<file path="src/rtl/pb_reset_ctrl.sv">
module pb_reset_ctrl #(
  parameter int unsigned HOLD_CYCLES = 12_500_000,
  parameter int unsigned SYNC_STAGES = 2
) (
  input  logic clk,
  input  logic por_n,
  input  logic line_in,
  output logic drive_low,
  output logic busy
);

  localparam int unsigned SETTLE_CYCLES = SYNC_STAGES + 1;
  localparam int unsigned CNT_MAX = (HOLD_CYCLES > SETTLE_CYCLES) ? HOLD_CYCLES : SETTLE_CYCLES;
  localparam int unsigned CW = $clog2(CNT_MAX + 1);
  localparam logic [CW-1:0] HOLD_LAST = CW'(HOLD_CYCLES - 1);
  localparam logic [CW-1:0] SETTLE_LAST = CW'(SETTLE_CYCLES - 1);

  typedef enum logic [2:0] {ST_IDLE, ST_DEB, ST_SETTLE, ST_WAIT, ST_PULSE} state_t;

  state_t                 state;
  logic [CW-1:0]          cnt;
  logic                   armed;
  logic [SYNC_STAGES-1:0] sync_q;
  logic                   line_s;

  assign line_s    = sync_q[SYNC_STAGES-1];
  assign drive_low = (state == ST_DEB) || (state == ST_PULSE);
  assign busy      = (state != ST_IDLE);

  always_ff @(posedge clk or negedge por_n) begin
    if (!por_n) sync_q <= '0;
    else        sync_q <= {sync_q[SYNC_STAGES-2:0], line_in};
  end

  always_ff @(posedge clk or negedge por_n) begin
    if (!por_n) begin
      state <= ST_IDLE;
      cnt   <= '0;
      armed <= 1'b0;
    end else begin
      case (state)
        ST_IDLE: begin
          cnt <= '0;
          if (!armed) begin
            armed <= line_s;
          end else if (!line_s) begin
            armed <= 1'b0;
            state <= ST_DEB;
          end
        end
        ST_DEB: begin
          if (cnt == HOLD_LAST) begin
            cnt   <= '0;
            state <= ST_SETTLE;
          end else begin
            cnt <= cnt + 1'b1;
          end
        end
        ST_SETTLE: begin
          if (cnt == SETTLE_LAST) begin
            cnt   <= '0;
            state <= line_s ? ST_PULSE : ST_WAIT;
          end else begin
            cnt <= cnt + 1'b1;
          end
        end
        ST_WAIT: begin
          cnt <= '0;
          if (line_s) state <= ST_PULSE;
        end
        ST_PULSE: begin
          if (cnt == HOLD_LAST) begin
            cnt   <= '0;
            armed <= 1'b0;
            state <= ST_IDLE;
          end else begin
            cnt <= cnt + 1'b1;
          end
        end
        default: begin
          cnt   <= '0;
          state <= ST_IDLE;
        end
      endcase
    end
  end

endmodule

</file>
<file path="config.mk">
export PLATFORM = sky130hd
export DESIGN_NAME = pb_reset_ctrl
export DESIGN_NICKNAME = d
export VERILOG_FILES = /design/src/rtl/pb_reset_ctrl.sv
export SDC_FILE = /design/constraint.sdc
export NUM_CORES = 1
export LEC_CHECK = 0
export ABC_AREA = 1
export ABC_CLOCK_PERIOD_IN_PS = 3000
export CAP_MARGIN = 15
export CORE_UTILIZATION = 32
export CTS_BUF_LIST = sky130_fd_sc_hd__clkbuf_16
export CTS_CLUSTER_SIZE = 24
export DETAILED_ROUTE_END_ITERATION = 7
export PLACE_DENSITY = 0.49
export SETUP_SLACK_MARGIN = 0.3
export SYNTH_ARGS = -nofsm -noshare
export SYNTH_HDL_FRONTEND = slang
export SYNTH_SLANG_ARGS = --single-unit
</file>
<file path="constraint.sdc">
create_clock -name clk -period 3 [get_ports clk]
set_input_delay 0.45 -clock clk [delete_from_list [all_inputs] [get_ports clk]]
set_output_delay 0.45 -clock clk [all_outputs]
set_load 0.01 [all_outputs]
</file>
Word-level counts from Yosys, hierarchy flattened
Cells that the tools add are included.
Operators by class
  reductions and logical operators: 7
  multiplexer cells: 15
  equal/unequal tests: 12
  $add $sub $neg: 1
Operators by type and width (number)
  two-way mux 24 bit: 2
  one-hot mux 24 bit (2 select lines): 1
  adder 24 x 1 -> 24 bit (second input constant): 1
  equality test 24 x 2 -> 1 bit (second input constant): 1
  equality test 24 bit (second input constant): 1
  two-way mux 3 bit: 7
  one-hot mux 3 bit (5 select lines): 1
  != test 2 bit (second input constant): 4
  equality test 3 x 2 -> 1 bit (second input constant): 2
  AND reduction 6 bit: 1
  != test 2 x 1 -> 1 bit (second input constant): 2
  equality test 3 x 1 -> 1 bit (second input constant): 1
  equality test 3 bit (second input constant): 1
  zero test 3 bit: 1
  two-way mux 1 bit: 3
  nonzero test 3 bit: 1
  one-hot mux 1 bit (2 select lines): 1
  AND reduction 2 bit: 1
  nonzero test 2 bit: 1
  OR reduction 2 bit: 1
  logical OR 1 bit: 1
Storage, ports and cells
  logic and storage cells: 39
  input port bits: 3
  register bits after elaboration: 30
  output and inout bits: 2

Longest topological paths before layout
Gate-level depths: netlist of the first run.
  depth in word-level cells: 3
  mapped depth: 10
  mapped depth without buffers: 10

Worst setup path before layout of the first run
No wires, ideal clock.
  path type: flip-flop to flip-flop
  start point: register cnt[0]
  end point: register cnt[9]
  arrival time: 1458 ps
  buffers on the path: 1
  stages on the path, launching flop included: 11
  data required time: 2874 ps
  setup slack: 1416 ps
  setup time: 126 ps
  period minus slack after synthesis: 1584 ps
  cells stage by stage: dfrtp_1 ha_1 nand2_2 nor2_4 and2_1 nand3_2 nand2_4 nand2_4 clkinv_2 buf_8 nor2_2
On the way
  word-level cells in the longest chain between the ends: 3
  elaborated cells on any way between the ends: 6
  classes of those cells: 1 x add/sub; 2 x eq/ne; 3 x mux
RTL lines
  start, declared: line 21  | logic [CW-1:0] cnt;
  start signal, assigned: line 56  | cnt <= cnt + 1'b1;
  start signal, assigned: line 64  | cnt <= cnt + 1'b1;
  start signal, assigned: line 77  | cnt <= cnt + 1'b1;
  adder 24 x 1 -> 24 bit, or another cell as far along: line 56, 64, 77
  two-way mux 24 bit, on equally long branches: line 52, 72, 60
  one-hot mux 24 bit (2 select lines) (*): line 41  | case (state)
Mark *: on every way between the ends. The rest lies on a longest branch, timed or not.
A chain may end at the register's enable or synchronous reset.

Worst setup path after layout of the first run
  start point: register state[0]
  end point: output port drive_low
On the way
  word-level cells in the longest chain between the ends: 2
  elaborated cells on any way between the ends: 3
  classes of those cells: 2 x eq/ne; 1 x reduce/logical
RTL lines
  start, declared: line 20  | state_t state;
  start signal, assigned: line 62  | state <= line_s ? ST_PULSE : ST_WAIT;
  equality test 3 x 1 -> 1 bit or equality test 3 bit (tied branches): line 27  | assign drive_low = (state == ST_DEB) || (state == ST_PULSE);
  logical OR 1 bit (*): line 27
  end, declared: line 8  | output logic drive_low,
Marked as above.

==> results of run 1 <==
-- final timing paths --
kind | startpoint | to | slack [ps] | cells after the start
max | state[0] | drive_low | 920 | 4
min | sync_q[0] | sync_q[1] | 350 | 0
max reg2reg | cnt[0] | cnt[19] | 1090 | 9
min reg2reg | sync_q[0] | sync_q[1] | 350 | 0
max in group asynchronous | por_n | state[2] | 2140 | 2
min in group asynchronous | por_n | cnt[7] | 580 | 2
-- routing by layer --
layer | share of wire (%) | GRT usage, %
met5 | 0 | 0
met4 | 1.7 | 6.67
met3 | 3.1 | 3.14
met2 | 45 | 23.6
met1 | 50 | 20.2
-- where the power goes --
| group | switching (mW) | internal [mW] | leakage (nW) | total, mW |
|---|---|---|---|---|
| Clock | 0.171 | 0.299 | 0.0724 | 0.471 |
| Combinational | 0.257 | 0.120 | 0.427 | 0.377 |
| Sequential | 0.0382 | 0.442 | 0.408 | 0.480 |
| Total | 0.467 | 0.861 | 0.907 | 1.33 |
-- final cells by class --
| class | instances | share of cell area (%) |
|---|---|---|
| tap | 72 | 4.30 |
| clock buffer | 5 | 5.97 |
| multi-input combinational | 194 | 45.8 |
| sequential | 30 | 35.8 |
| inverter | 29 | 5.25 |
| timing repair buffer | 5 | 2.27 |
| clock inverter | 3 | 0.597 |
-- per-stage QoR --
step                util [%]  cells
floorplan                  -    256
global placement        35.4    330
detailed placement      35.4    330
CTS                     37.9    338
global route            37.9    338
finish                  37.9    338
-- cell usage after synthesis, drive strengths merged --
| cell type | count | area, um^2 |
|---|---|---|
| ha | 2 | 25.0 |
| o21ai | 7 | 35.0 |
| dfrtp | 30 | 751 |
| o31ai | 1 | 7.51 |
| inv | 28 | 105 |
| nand4 | 9 | 56.3 |
| o21a | 1 | 7.51 |
| clkinv | 1 | 5.00 |
| xor2 | 11 | 96.3 |
| and3 | 1 | 6.26 |
| and2 | 1 | 6.26 |
| nor2 | 69 | 304 |
| nor3 | 6 | 30.0 |
| buf | 3 | 31.3 |
| nand2 | 69 | 282 |
| nor4 | 1 | 6.26 |
| o22ai | 1 | 6.26 |
| nand3 | 13 | 75.1 |
| xnor2 | 2 | 17.5 |
-- kinds of logic (layout without fill, tap and decap cells) --
kind of cell	after synthesis	after routing	share of synthesized area, %
AND/OR/NAND/NOR	169	169	41.3
buffers and inverters	32	42	7.63
flip-flops	30	30	40.5
XOR/XNOR	13	13	6.14
AO/OA/AOI/OAI	10	10	3.04
adder cells (fa/ha/maj)	2	2	1.35
-- registers in the layout, summed over array words and instances, names as in the netlist --
register	cells
sync_q	2
cnt	24
state	3
armed	1
==> out/metrics.cfg, run 1 <==
[status]
outcome = finished, final reports clean

[timing]
post-route-min-period_ps = 2080
hold_viol = 0
totalNegativeSetupSlack_ps = 0
fin_crit_sh_pct = 69.5
maxSlewViolCount = 0
holdWs_ps = 346
worst_pin_slew_ps = 390
finalSetupViolCount = 0
clock_skew_ps = 3.64
relSlewSlack_pct = 74.0
fin_ws_ps = 915
rsz0062_at_grt = no
max_freq_mhz = 480

[synth]
synth.distinct_cells = 26
syn_nets = 261
synth.ff_latch_count = 30
syn_avg_cell_area_um2 = 7.24
synthCells = 256
syn-cell-area_um2 = 1850
seq_area_frac_synth_pct = 40.5
yosysWarnings = 0

[layout]
final_common_cell = nand2_1
multi_input_area_um2 = 961
nNetsFinal = 270
drive_gt1_share_pct = 11.7
areaGrowthSynthToFinish_pct = 13.2
final.fill_count = 601
final_cell_mix = 64 x nand2_1, 53 x nor2_1, 30 x dfrtp_1
seq_area_um2 = 751
antenna_cells = 0
design_area_um2 = 2100

[global_route]
grt-ovfl-total = 0
grt_pass1_vias = 1436
grt_pass1_wl_um = 7000
track_usage_pct = 15.1
antenna_found_initial = 0
grt_max_degree = 31

[setup_path]
endpoint_kind = primary output
crit_fanout = 6
worst_path_most_repeated_cell = nand2_1
worstSetupStartpointType = flop
crit_slowest_cell = clkdlybuf4s50_1
cp_top_family = buffers and inverters
path_buf_inv = 1
path_cells = nor2_1 -> nand2_1 -> nand2_1 -> clkdlybuf4s50_1
cp.required_ps = 2550
path_class = reg -> out
slowest_delay_ps = 550
arrival_ps = 1630

[clock_tree]
worst_skew_pair.late_latency_ps = 270
clkSlewWorstSetupHoldPaths_ps = 50
clockBufferDepth = 2
cts_sinks = 30
cts_buffers = 5
clockRootBuffer = clkbuf_16
cts_setup_buffers = 0
h-tree-depth = 2
cts_hold_buf = 0
cts_resized = 0
cts_tree = built

[placed_design]
hpwl_um = 3020
pre_cts_ws_ps = 1060
globalplace.congestion = 0.841
io_buffers = 4
dpl-instance-area_um2 = 1960

[drt]
drtAntennaViolNets = 0
dr_total_vias = 1517
wl_per_cell_um = 12.0
first_pass_iters = 4
vias_per_cell = 4.49
drtIter0Drc = 73
finalWirelength_um = 4060
drc = 0

[power_and_ir_drop]
leakage_nw = 0.907
power_mw = 1.33
p_per_area_nw_per_um2 = 633
irDropWorstVdd_mv = 0.322

[die]
die_w_um = 78.1
design.portCount = 5
die-area_um2 = 6100
num_rows = 27
start_util_pct = 33.4
core_um2 = 5540
die_h_um = 78.1

[worst_hold_path]
hp-class = reg -> reg

[job]
max_cap_viol_count = 0

(Power assumes the default switching activity.)
==> run 2, diff against run 1 <==
ABC_CLOCK_PERIOD_IN_PS = 1900   (was 3000)
PLACE_DENSITY = 0.51   (was 0.49)
clock period = 1.9 ns   (was 3 ns; I/O delays follow)
==> run 2 against run 1 <==
  * Clock skew increased by 0.94 ps
  * Critical endpoint is now cnt[23]
  * Critical path depth increased by 5
  * Register-to-register slack got worse by 750 ps
  * Sequential power increased by 58%
==> out/metrics.cfg, run 2 (same netlist as run 1, synthesis figures left out) <==
[drt]
drc = 0
vias_per_cell = 4.68
wl_per_cell_um = 12.7
drtIter0Drc = 129
first_pass_iters = 4
finalWirelength_um = 4450
drtAntennaViolNets = 0
dr_total_vias = 1637

[layout]
largest_register_ffs = 24
antenna_cells = 0
areaGrowthSynthToFinish_pct = 27.1
drive_gt1_share_pct = 24.5
regMostFlops = cnt
nNetsFinal = 282
fin_cells = 350
final_common_cell = nand2_1
reg_top3 = cnt x24, state x3, sync_q x2
final.fill_count = 565
final_cell_mix = 58 x nand2_1, 45 x nor2_1, 29 x inv_1
design_area_um2 = 2350

[timing]
fin_crit_sh_pct = 82.4
holdWs_ps = 345
hold_viol = 0
relSlewSlack_pct = 74.9
max_freq_mhz = 639
post-route-min-period_ps = 1560
clock_skew_ps = 4.57
rsz0062_at_grt = yes
totalNegativeSetupSlack_ps = 0
worst_pin_slew_ps = 377
finalSetupViolCount = 0
maxSlewViolCount = 0

[placed_design]
dpl-instance-area_um2 = 1980
globalplace.congestion = 0.825
hpwl_um = 3030
io_buffers = 4
placed_cells = 333

[global_route]
grt_pass1_wl_um = 7110
grt_pass1_vias = 1530
antenna_found_initial = 0
track_usage_pct = 15.0
grt_max_degree = 31
grt-ovfl-total = 0

[power_and_ir_drop]
p_per_area_nw_per_um2 = 1030
power_frac_comb_pct = 38.7
internal-power_mw = 1.47
power_mw = 2.43
p_seq_share_pct = 31.1
p_clk_share_pct = 30.3
leakage_nw = 1.02
p_sw_share_pct = 39.6
irDropWorstVdd_mv = 0.430
switchingPower_mw = 0.963

[die]
core_um2 = 5540
start_util_pct = 33.4
design.portCount = 5
die_h_um = 78.1
num_rows = 27
die_w_um = 78.1
die-area_um2 = 6100

[setup_path]
cp_top_family = simple AND/OR/NAND/NOR gates
cp.required_ps = 2060
endpoint_kind = flop
crit_slowest_cell = dfrtp_1
path_buf_inv = 0
path_cells = ha_2 -> nand2_4 -> nor2_4 -> and2_4 -> nand3_4 -> nand2_4 -> nand2_8 -> nand2_1 -> nor2_1
worst_path_most_repeated_cell = nand2_4
worstSetupStartpointType = flop
crit_fanout = 8
arrival_ps = 1730
path_class = reg -> reg
slowest_delay_ps = 380

[clock_tree]
worst_skew_pair.late_latency_ps = 270
clkSlewWorstSetupHoldPaths_ps = 50
clockRootBuffer = clkbuf_16
cts_sinks = 30
cts_tree = built
cts_buffers = 5
h-tree-depth = 2
clockBufferDepth = 2

[status]
outcome = finished, final reports clean

[job]
max_cap_viol_count = 0

[worst_hold_path]
hp-class = reg -> reg

## run 2: final timing paths
path                       cells after the start  startpoint        end  slack (ps)
setup / recovery                               9      cnt[1]    cnt[23]         340
hold / removal                                 0   sync_q[0]  sync_q[1]         350
setup reg to reg                               9      cnt[1]    cnt[23]         340
hold reg to reg                                0   sync_q[0]  sync_q[1]         350
max in group asynchronous                      2       por_n   state[0]        1200
min in group asynchronous                      2       por_n     cnt[3]         400
## run 2: layer usage
layer  GRT usage (%)  wire (um)
met4            4.44         58
met5               0          0
met2            23.7       2140
met1            20.6       2130
met3            3.14        123
## run 2: area by class of cell
type / count / area [um^2] / area share [%]
Clock buffer: 5 / 125 / 5.31
Sequential cell: 30 / 756 / 32.1
Inverter: 29 / 121 / 5.15
Multi-Input combinational cell: 194 / 1090 / 46.4
Timing Repair Buffer: 14 / 109 / 4.62
Timing Repair inverter: 3 / 48.8 / 2.07
Tap cell: 72 / 90.1 / 3.83
Clock inverter: 3 / 12.5 / 0.531
## run 2: timing repair
| item | 4_1_cts | 5_1_grt |
|---|---|---|
| buffers inserted | 1 | 5 |
| resized for setup | 12 | 37 |
| endpoints found under the setup margin | 24 | 28 |
| pin swaps | 1 | 11 |
| hold buffers | 0 | 0 |
| gates cloned | 0 | 3 |
## run 2: metrics by stage
stage / utilization (%) / setup WS, ps
final: 42.5 / 335
after detailed placement: 35.8 / 72.6
after CTS: 38.9 / 281
after global routing: 42.5 / 251
after global placement: 35.8 / 132
after floorplan: - / 316
## run 2: power by group through the flow
stage                     Combinational, mW  Clock [mW]  Sequential (mW)
after global placement                0.621           0            0.758
after global routing                   1.05       0.788            0.763
after floorplan                       0.516           0            0.756
after detailed placement              0.631           0            0.760
final                                 0.941       0.737            0.756
after CTS                             0.661       0.761            0.754
